[src/rtl/i2c_stg_pkg.sv]
// Shared types and constants for the staged I2C register slave.
// Assumes at most 128 registers so register and status sub-addresses never overlap.
package i2c_stg_pkg;

    localparam int NGRP = 3;
    localparam logic [7:0] STORE_SUB = 8'hFF;
    localparam logic [7:0] STAT_BASE = 8'h80;

    typedef enum logic [3:0] {
        ST_IDLE,
        ST_ADDR,
        ST_ADDR_ACK,
        ST_SUB,
        ST_SUB_ACK,
        ST_WDAT,
        ST_WDAT_ACK,
        ST_RDAT,
        ST_RACK
    } slv_state_e;

endpackage

[src/rtl/i2c_pin_sync.sv]
// Brings SCL/SDA into the system clock domain and flags SCL edges, START and STOP.
// Assumes the system clock is many times faster than SCL; idle bus level is high.
module i2c_pin_sync #(
    parameter int STAGES = 2
) (
    input  logic clk,
    input  logic rst_n,
    input  logic scl_i,
    input  logic sda_i,
    output logic sda_s,
    output logic scl_rise,
    output logic scl_fall,
    output logic start_det,
    output logic stop_det
);

    logic [STAGES-1:0] scl_sr;
    logic [STAGES-1:0] sda_sr;
    logic              scl_q;
    logic              sda_q;
    logic              scl_s;

    // Synchronizer chains plus one history flop per line for edge detection.
    always_ff @(posedge clk) begin
        if (!rst_n) begin
            scl_sr <= '1;
            sda_sr <= '1;
            scl_q  <= 1'b1;
            sda_q  <= 1'b1;
        end else begin
            scl_sr <= {scl_sr[STAGES-2:0], scl_i};
            sda_sr <= {sda_sr[STAGES-2:0], sda_i};
            scl_q  <= scl_s;
            sda_q  <= sda_s;
        end
    end

    assign scl_s = scl_sr[STAGES-1];
    assign sda_s = sda_sr[STAGES-1];

    // Edge and bus-condition decode from current and previous samples.
    always_comb begin
        scl_rise  = scl_s & ~scl_q;
        scl_fall  = ~scl_s & scl_q;
        start_det = scl_s & scl_q & sda_q & ~sda_s;
        stop_det  = scl_s & scl_q & ~sda_q & sda_s;
    end

endmodule

[src/rtl/i2c_slave_fsm.sv]
// Byte-level I2C slave: address match, sub-address pointer, write strobes, read shifting.
// Assumes edges come from i2c_pin_sync; SDA is only ever changed after an SCL falling edge.
module i2c_slave_fsm
    import i2c_stg_pkg::*;
#(
    parameter logic [6:0] DEV_ADDR = 7'h5E
) (
    input  logic       clk,
    input  logic       rst_n,
    input  logic       sda_s,
    input  logic       scl_rise,
    input  logic       scl_fall,
    input  logic       start_det,
    input  logic       stop_det,
    input  logic [7:0] rd_data,
    output logic [7:0] ptr,
    output logic       wr_en,
    output logic [7:0] wr_addr,
    output logic [7:0] wr_data,
    output logic       sda_oe
);

    slv_state_e state;
    logic [2:0] bitcnt;
    logic [7:0] shreg;
    logic       byte_rdy;
    logic       rw;
    logic       mack;

    // Protocol sequencer: bus conditions first, then sampling on rise, driving on fall.
    always_ff @(posedge clk) begin
        if (!rst_n) begin
            state    <= ST_IDLE;
            bitcnt   <= '0;
            shreg    <= '0;
            byte_rdy <= 1'b0;
            rw       <= 1'b0;
            mack     <= 1'b0;
            ptr      <= '0;
            wr_en    <= 1'b0;
            wr_addr  <= '0;
            wr_data  <= '0;
            sda_oe   <= 1'b0;
        end else begin
            wr_en <= 1'b0;
            if (start_det) begin
                state    <= ST_ADDR;
                bitcnt   <= '0;
                byte_rdy <= 1'b0;
                sda_oe   <= 1'b0;
            end else if (stop_det) begin
                state    <= ST_IDLE;
                byte_rdy <= 1'b0;
                sda_oe   <= 1'b0;
            end else if (scl_rise) begin
                case (state)
                    ST_ADDR, ST_SUB, ST_WDAT: begin
                        shreg  <= {shreg[6:0], sda_s};
                        bitcnt <= bitcnt + 3'd1;
                        if (bitcnt == 3'd7) begin
                            byte_rdy <= 1'b1;
                        end
                    end
                    ST_RACK: mack <= ~sda_s;
                    default: ;
                endcase
            end else if (scl_fall) begin
                case (state)
                    ST_ADDR: begin
                        if (byte_rdy) begin
                            byte_rdy <= 1'b0;
                            if (shreg[7:1] == DEV_ADDR) begin
                                sda_oe <= 1'b1;
                                rw     <= shreg[0];
                                state  <= ST_ADDR_ACK;
                            end else begin
                                state <= ST_IDLE;
                            end
                        end
                    end
                    ST_SUB: begin
                        if (byte_rdy) begin
                            byte_rdy <= 1'b0;
                            ptr      <= shreg;
                            sda_oe   <= 1'b1;
                            state    <= ST_SUB_ACK;
                        end
                    end
                    ST_WDAT: begin
                        if (byte_rdy) begin
                            byte_rdy <= 1'b0;
                            wr_en    <= 1'b1;
                            wr_addr  <= ptr;
                            wr_data  <= shreg;
                            ptr      <= ptr + 8'd1;
                            sda_oe   <= 1'b1;
                            state    <= ST_WDAT_ACK;
                        end
                    end
                    ST_ADDR_ACK: begin
                        bitcnt <= '0;
                        if (rw) begin
                            shreg  <= rd_data;
                            sda_oe <= ~rd_data[7];
                            ptr    <= ptr + 8'd1;
                            state  <= ST_RDAT;
                        end else begin
                            sda_oe <= 1'b0;
                            state  <= ST_SUB;
                        end
                    end
                    ST_SUB_ACK, ST_WDAT_ACK: begin
                        sda_oe <= 1'b0;
                        bitcnt <= '0;
                        state  <= ST_WDAT;
                    end
                    ST_RDAT: begin
                        bitcnt <= bitcnt + 3'd1;
                        if (bitcnt == 3'd7) begin
                            sda_oe <= 1'b0;
                            state  <= ST_RACK;
                        end else begin
                            shreg  <= {shreg[6:0], 1'b0};
                            sda_oe <= ~shreg[6];
                        end
                    end
                    ST_RACK: begin
                        if (mack) begin
                            shreg  <= rd_data;
                            sda_oe <= ~rd_data[7];
                            ptr    <= ptr + 8'd1;
                            bitcnt <= '0;
                            state  <= ST_RDAT;
                        end else begin
                            state <= ST_IDLE;
                        end
                    end
                    default: ;
                endcase
            end
        end
    end

endmodule

[src/rtl/stg_reg_bank.sv]
// Staging and active register copies, per-group commit arming and read-back mux.
// Assumes GROUP_MAP holds a 2-bit group code per register (0, 1, 2; 3 treated as 2).
module stg_reg_bank
    import i2c_stg_pkg::*;
#(
    parameter int                  NREG      = 8,
    parameter logic [2*NREG-1:0]   GROUP_MAP = 16'hA940
) (
    input  logic              clk,
    input  logic              rst_n,
    input  logic              wr_en,
    input  logic [7:0]        wr_addr,
    input  logic [7:0]        wr_data,
    input  logic [NGRP-1:0]   sync_i,
    input  logic [7:0]        rd_addr,
    output logic [7:0]        rd_data,
    output logic [NREG*8-1:0] act_o,
    output logic [NGRP-1:0]   pend_o
);

    logic [7:0]      stage_q [NREG];
    logic [7:0]      act_q   [NREG];
    logic [NGRP-1:0] pend_q;
    logic [NREG-1:0] commit_en;
    logic            store;

    assign store  = wr_en && (wr_addr == STORE_SUB);
    assign pend_o = pend_q;

    // Per-register commit enable chosen by the register's group code.
    for (genvar i = 0; i < NREG; i++) begin : g_reg
        localparam logic [1:0] GC = GROUP_MAP[2*i +: 2];
        if (GC == 2'd0) begin : g_main
            assign commit_en[i] = sync_i[0] & pend_q[0];
        end else if (GC == 2'd1) begin : g_sec
            assign commit_en[i] = sync_i[1] & pend_q[1];
        end else begin : g_out
            assign commit_en[i] = sync_i[2] & pend_q[2];
        end
        assign act_o[8*i +: 8] = act_q[i];
    end

    // Staging capture of bus writes to register sub-addresses.
    always_ff @(posedge clk) begin
        if (!rst_n) begin
            for (int i = 0; i < NREG; i++) stage_q[i] <= '0;
        end else if (wr_en) begin
            for (int i = 0; i < NREG; i++) begin
                if (wr_addr == 8'(i)) stage_q[i] <= wr_data;
            end
        end
    end

    // Transfer of staged bytes into the active copy on an armed group's pulse.
    always_ff @(posedge clk) begin
        if (!rst_n) begin
            for (int i = 0; i < NREG; i++) act_q[i] <= '0;
        end else begin
            for (int i = 0; i < NREG; i++) begin
                if (commit_en[i]) act_q[i] <= stage_q[i];
            end
        end
    end

    // Arming: store sets every group, a group's own pulse disarms it.
    always_ff @(posedge clk) begin
        if (!rst_n) begin
            pend_q <= '0;
        end else if (store) begin
            pend_q <= '1;
        end else begin
            pend_q <= pend_q & ~sync_i;
        end
    end

    // Read-back: active registers, status bytes, zero elsewhere.
    always_comb begin
        rd_data = '0;
        for (int i = 0; i < NREG; i++) begin
            if (rd_addr == 8'(i)) rd_data = act_q[i];
        end
        for (int g = 0; g < NGRP; g++) begin
            if (rd_addr == STAT_BASE + 8'(g)) rd_data = {7'b0, pend_q[g]};
        end
    end

endmodule

[src/rtl/i2c_staged_regs.sv]
// Top: I2C slave register file whose writes reach the outputs only through store-and-sync commits.
// Assumes synchronous single-cycle sync pulses in the clk domain and an open-drain SDA pad outside.
module i2c_staged_regs
    import i2c_stg_pkg::*;
#(
    parameter logic [6:0]        DEV_ADDR    = 7'h5E,
    parameter int                NREG        = 8,
    parameter logic [2*NREG-1:0] GROUP_MAP   = 16'hA940,
    parameter int                SYNC_STAGES = 2
) (
    input  logic              clk,
    input  logic              rst_n,
    input  logic              scl_i,
    input  logic              sda_i,
    output logic              sda_oe_o,
    input  logic              vsync_main_i,
    input  logic              vsync_sec_i,
    input  logic              out_start_i,
    output logic [NREG*8-1:0] regs_o
);

    logic            sda_s;
    logic            scl_rise;
    logic            scl_fall;
    logic            start_det;
    logic            stop_det;
    logic [7:0]      ptr;
    logic [7:0]      rd_data;
    logic            wr_en;
    logic [7:0]      wr_addr;
    logic [7:0]      wr_data;
    logic [NGRP-1:0] sync_vec;
    logic [NGRP-1:0] pend_vec;

    assign sync_vec = {out_start_i, vsync_sec_i, vsync_main_i};

    i2c_pin_sync #(
        .STAGES (SYNC_STAGES)
    ) u_sync (
        .clk       (clk),
        .rst_n     (rst_n),
        .scl_i     (scl_i),
        .sda_i     (sda_i),
        .sda_s     (sda_s),
        .scl_rise  (scl_rise),
        .scl_fall  (scl_fall),
        .start_det (start_det),
        .stop_det  (stop_det)
    );

    i2c_slave_fsm #(
        .DEV_ADDR (DEV_ADDR)
    ) u_fsm (
        .clk       (clk),
        .rst_n     (rst_n),
        .sda_s     (sda_s),
        .scl_rise  (scl_rise),
        .scl_fall  (scl_fall),
        .start_det (start_det),
        .stop_det  (stop_det),
        .rd_data   (rd_data),
        .ptr       (ptr),
        .wr_en     (wr_en),
        .wr_addr   (wr_addr),
        .wr_data   (wr_data),
        .sda_oe    (sda_oe_o)
    );

    stg_reg_bank #(
        .NREG      (NREG),
        .GROUP_MAP (GROUP_MAP)
    ) u_bank (
        .clk     (clk),
        .rst_n   (rst_n),
        .wr_en   (wr_en),
        .wr_addr (wr_addr),
        .wr_data (wr_data),
        .sync_i  (sync_vec),
        .rd_addr (ptr),
        .rd_data (rd_data),
        .act_o   (regs_o),
        .pend_o  (pend_vec)
    );

endmodule

[config.mk]
export PLATFORM = sky130hd
export DESIGN_NAME = i2c_staged_regs
export DESIGN_NICKNAME = d
export VERILOG_FILES = /design/src/rtl/i2c_stg_pkg.sv /design/src/rtl/i2c_pin_sync.sv /design/src/rtl/i2c_slave_fsm.sv /design/src/rtl/stg_reg_bank.sv /design/src/rtl/i2c_staged_regs.sv
export SDC_FILE = /design/constraint.sdc
export NUM_CORES = 1
export LEC_CHECK = 0
export CAP_MARGIN = 20
export CORE_ASPECT_RATIO = 0.6
export CORE_UTILIZATION = 40
export DETAILED_ROUTE_END_ITERATION = 7
export PLACE_DENSITY_LB_ADDON = 0.08
export RECOVER_POWER = 50
export SLEW_MARGIN = 10
export SYNTH_ARGS = -nofsm -noshare
export SYNTH_HDL_FRONTEND = slang
export SYNTH_SLANG_ARGS = --single-unit
[constraint.sdc]
create_clock -name clk -period 2.7 [get_ports clk]
set_input_delay 0.54 -clock clk [delete_from_list [all_inputs] [get_ports clk]]
set_output_delay 0.54 -clock clk [all_outputs]
set_load 0.01 [all_outputs]
==> results of run 1 <==
-- cells by family after synthesis --
| group | count (synthesis) | synth area share [%] |
|---|---|---|
| AO/OA/AOI/OAI | 143 | 12.7 |
| XOR/XNOR | 2 | 0.216 |
| adder cells (fa/ha/maj) | 6 | 0.926 |
| buffers and inverters | 62 | 3.13 |
| flip-flops | 181 | 60.5 |
| multiplexers | 22 | 2.73 |
| AND/OR/NAND/NOR | 330 | 19.8 |
-- flip-flops by register name (all words and copies together), names as in the netlist --
signal	flops
u_bank.pend_o	3
u_sync.sda_sr	2
u_fsm.shreg	8
u_fsm.wr_en	1
u_fsm.ptr	8
u_sync.scl_q	1
u_fsm.bitcnt	3
u_fsm.wr_data	8
u_fsm.state	4
u_fsm.sda_oe	1
u_bank.act_q	64
u_fsm.mack	1
u_sync.scl_sr	2
u_fsm.wr_addr	8
u_fsm.rw	1
u_bank.stage_q	64
u_fsm.byte_rdy	1
u_sync.sda_q	1
-- stage by stage --
stage | worst slack (ps) | area [sq um] | instances | hold slack, ps
after global placement | 397 | 9330 | 1091 | 394
after CTS | 334 | 9890 | 1121 | 413
final | 298 | 9810 | 1121 | 412
after global routing | 138 | 9810 | 1121 | 433
after detailed placement | 371 | 9330 | 1091 | 396
after floorplan | 430 | 8100 | 746 | 386
-- layout by cell type (no fill, tap or decap), types with 6 or more instances in the layout --
cell | Yosys | layout
clkdlybuf4s50_1 | 0 | 70
nand2_1 | 83 | 83
and2_1 | 64 | 38
inv_1 | 23 | 23
nor2b_1 | 7 | 7
and2_0 | 0 | 26
clkbuf_1 | 26 | 23
nor3_1 | 19 | 19
clkbuf_16 | 0 | 17
ha_1 | 6 | 6
buf_4 | 0 | 26
nand3_1 | 19 | 19
a21oi_1 | 31 | 31
o32ai_1 | 6 | 6
dfxtp_1 | 53 | 53
o21ai_0 | 21 | 21
o211ai_1 | 11 | 11
nor2_1 | 98 | 98
a31oi_1 | 9 | 9
o22ai_1 | 10 | 10
mux2i_1 | 21 | 21
nand2b_1 | 13 | 13
edfxtp_1 | 128 | 128
-- worst min-delay path by stage --
stage                        to  slack (ps)  cells past startpoint
2_1_floorplan  u_sync.scl_sr[1]         390                      1
3_3_place_gp   u_sync.sda_sr[1]         390                      1
3_5_place_dp   u_sync.sda_sr[1]         400                      1
4_1_cts        u_sync.sda_sr[1]         410                      1
5_1_grt        u_sync.sda_sr[1]         430                      1
6_report       u_sync.sda_sr[1]         410                      1
-- worst max-delay path, cell delays in order, from the launching register on --
cell	delay, ps
dfxtp_1	670
xnor2_1	170
nor3_1	340
o211ai_1	200
nand2_1	480
mux2_2	400
o21ai_1	70
-- power by group through the flow --
stage	sequential, mW	clock, mW	combinational, mW
after floorplan	3.14	0	0.0964
after global placement	3.15	0	0.244
after detailed placement	3.14	0	0.245
after CTS	3.08	2.47	0.247
after global routing	3.09	2.57	0.258
final	3.09	2.43	0.240
-- final cells by class --
class                      count  area, sq um
fill                        1788         9610
sequential                   181         4900
multi-input combinational    503         2950
timing repair buffer         118          981
clock buffer                  20          437
tap                          266          333
clock inverter                10          125
inverter                      23         86.3
-- per-layer routing --
layer / up-vias / share of wire, % / track usage, % / wire length, microns
li1: 2881 / - / - / -
met1: 3056 / 51 / 39.0 / 12500
met2: 253 / 39 / 31.4 / 9590
met3: 11 / 8.6 / 7.75 / 2090
met4: 0 / 0.76 / 5.57 / 184
met5: - / 0 / 0 / 0
==> metrics.md, run 1 <==
| Metric | Value |
|---|---|
| Port bufs | 71 |
| Worst Reg-to-Reg Cells | 6 |
| Part of the power in combinational logic | about 4.2% |
| Final Hold Violating Endpoints | 0 |
| Total number of vias | roughly 6200 |
| Post-DP HPWL | around 18 mm |
| Post-route ant nets | 0 |
| Vias per inst | between 5 and 6 |
| Worst r2r src | u_fsm.state[1] |
| Outcome | finished clean |
| Avg Inst Size Synth | approximately 11 sq um |
| Die ar. | approximately 0.021 sq mm |
| DR iter-0 viols | ~740 |
| Worst R2R End | u_fsm.shreg[0] |
| Root cell of the clock tree | clkbuf_16 |
| # setup viols final | 0 |
| Final nets | 857 |
| Clock group share of total power | between 40 and 50% |
| Die width | 186 microns |
| CP Max Fanout | 16 |
| Internal cell power | 4.50 mW |
| Top cell type's share of synthesized area | a little under half |
| Routed WL | about 24 mm |
| Worst Setup EP | u_fsm.shreg[0] |
| GR Overflow Total | 0 |
| Setup CP Type | register to register |
| Final period util | about nine tenths |
| GRT Total Usage | roughly a quarter |
| Required @ worst endpoint | 3070 ps |
| Post-layout minimum cycle time | 2400 ps |
| Share of synthesized registers carrying an async set or reset | 0% |
| Tot Pwr | between 5 and 6 mW |
| Num rows | 39 |
| Worst-Skew Late Latency | roughly 430 ps |
| P_leak | ~3.6 nW |
| CTS Sinks | ~180 |
| Total CTS buffers | 17 |
| Vias in the first global route | about 5700 |
| Post-Route Utilization | approximately half |
| Most common cell in the netlist | edfxtp_1 |
| Routability congestion estimate | 0.942 |
| CTS H-tree lvls | 4 |
| Critical Path End Type | register |
| Fin Setup TNS | 0 ps |
| YS warnings | 0 |
| Worst-path clk slew | 70 ps |
| Diodes inserted | 0 |
| First-pass GRT wire length | ~36 mm |
| Yosys top cell by area | edfxtp_1 |
| Post-Syn Instances | around 750 |
| DRC viols | 0 |
| Power Dens Cells | approximately 590 mW/mm^2 |
| EDFF count, synth | ~130 |
| Sequential fraction of the synthesis area | 60.5% |
| Num ports | 72 |
| Pins Over Slew Limit | 0 |
| Hold Crit Start | u_sync.sda_sr[0] |
| Postcts setup bufs | 0 |
| Sequential fraction of design power | a little over half |
| Post-Syn Area | 0.00810 sq mm |
| Max cap viols | 0 |
| Starting density of the core | roughly two fifths |
| Post-synthesis register bit count | between 150 and 200 |
| TritonCTS clock tree | yes |
| CP arrival | 2770 ps |
| Fmax | between 400 and 500 MHz |
| Syn_nets | approximately 760 |
| Buffer depth of the longest clock path | 2 |
| CP Launch Point | u_fsm.state[1] |
| Post-cts gate resize count | 0 |
| Distinct cells, synth | 62 |
| Largest net degree at the start of global routing | 29 |
| Startpoint types | register |
| Post-synth top cells | 128 x edfxtp_1, 98 x nor2_1, 83 x nand2_1 |
| Slew @ Worst Pin | between 1000 and 1500 ps |
| Largest cells by area after synthesis | edfxtp_1 47%, dfxtp_1 13%, and2_1 4.9% |
| VDD IR max | a little over 0.4 mV |
| Initial antenna violation count | 0 |
| Unrepaired setup endpoints after global routing | no |
| Top_reg_cell synth | edfxtp_1 |
| Core area | 0.0194 sq mm |
| NetSw | 1.25 mW |
| Sw frac | between 20% and 30% |
| Rel. slew slack | roughly 18% |
| Reg2reg setup slack | 300 ps |
| Worst min-delay path class | register to register |
| Layout cells sized above 1 | between 8 and 9% |
| DR pass1 iterations | 5 |
| Area delta synth->final | 21.1% |
| Die height | 112 microns |
| Hold Buf Count CTS | 0 |
| Clock skew | between 9 and 10 ps |
| Wire per inst | about 22 microns |
No activity file was read; power rests on OpenSTA's default activity.
==> inputs of run 2 (changes only) <==
Settings changed: HOLD_SLACK_MARGIN set to 0.06.
==> results of run 2 <==
The final DEF is identical to that of run 1; final timing and power are the same.
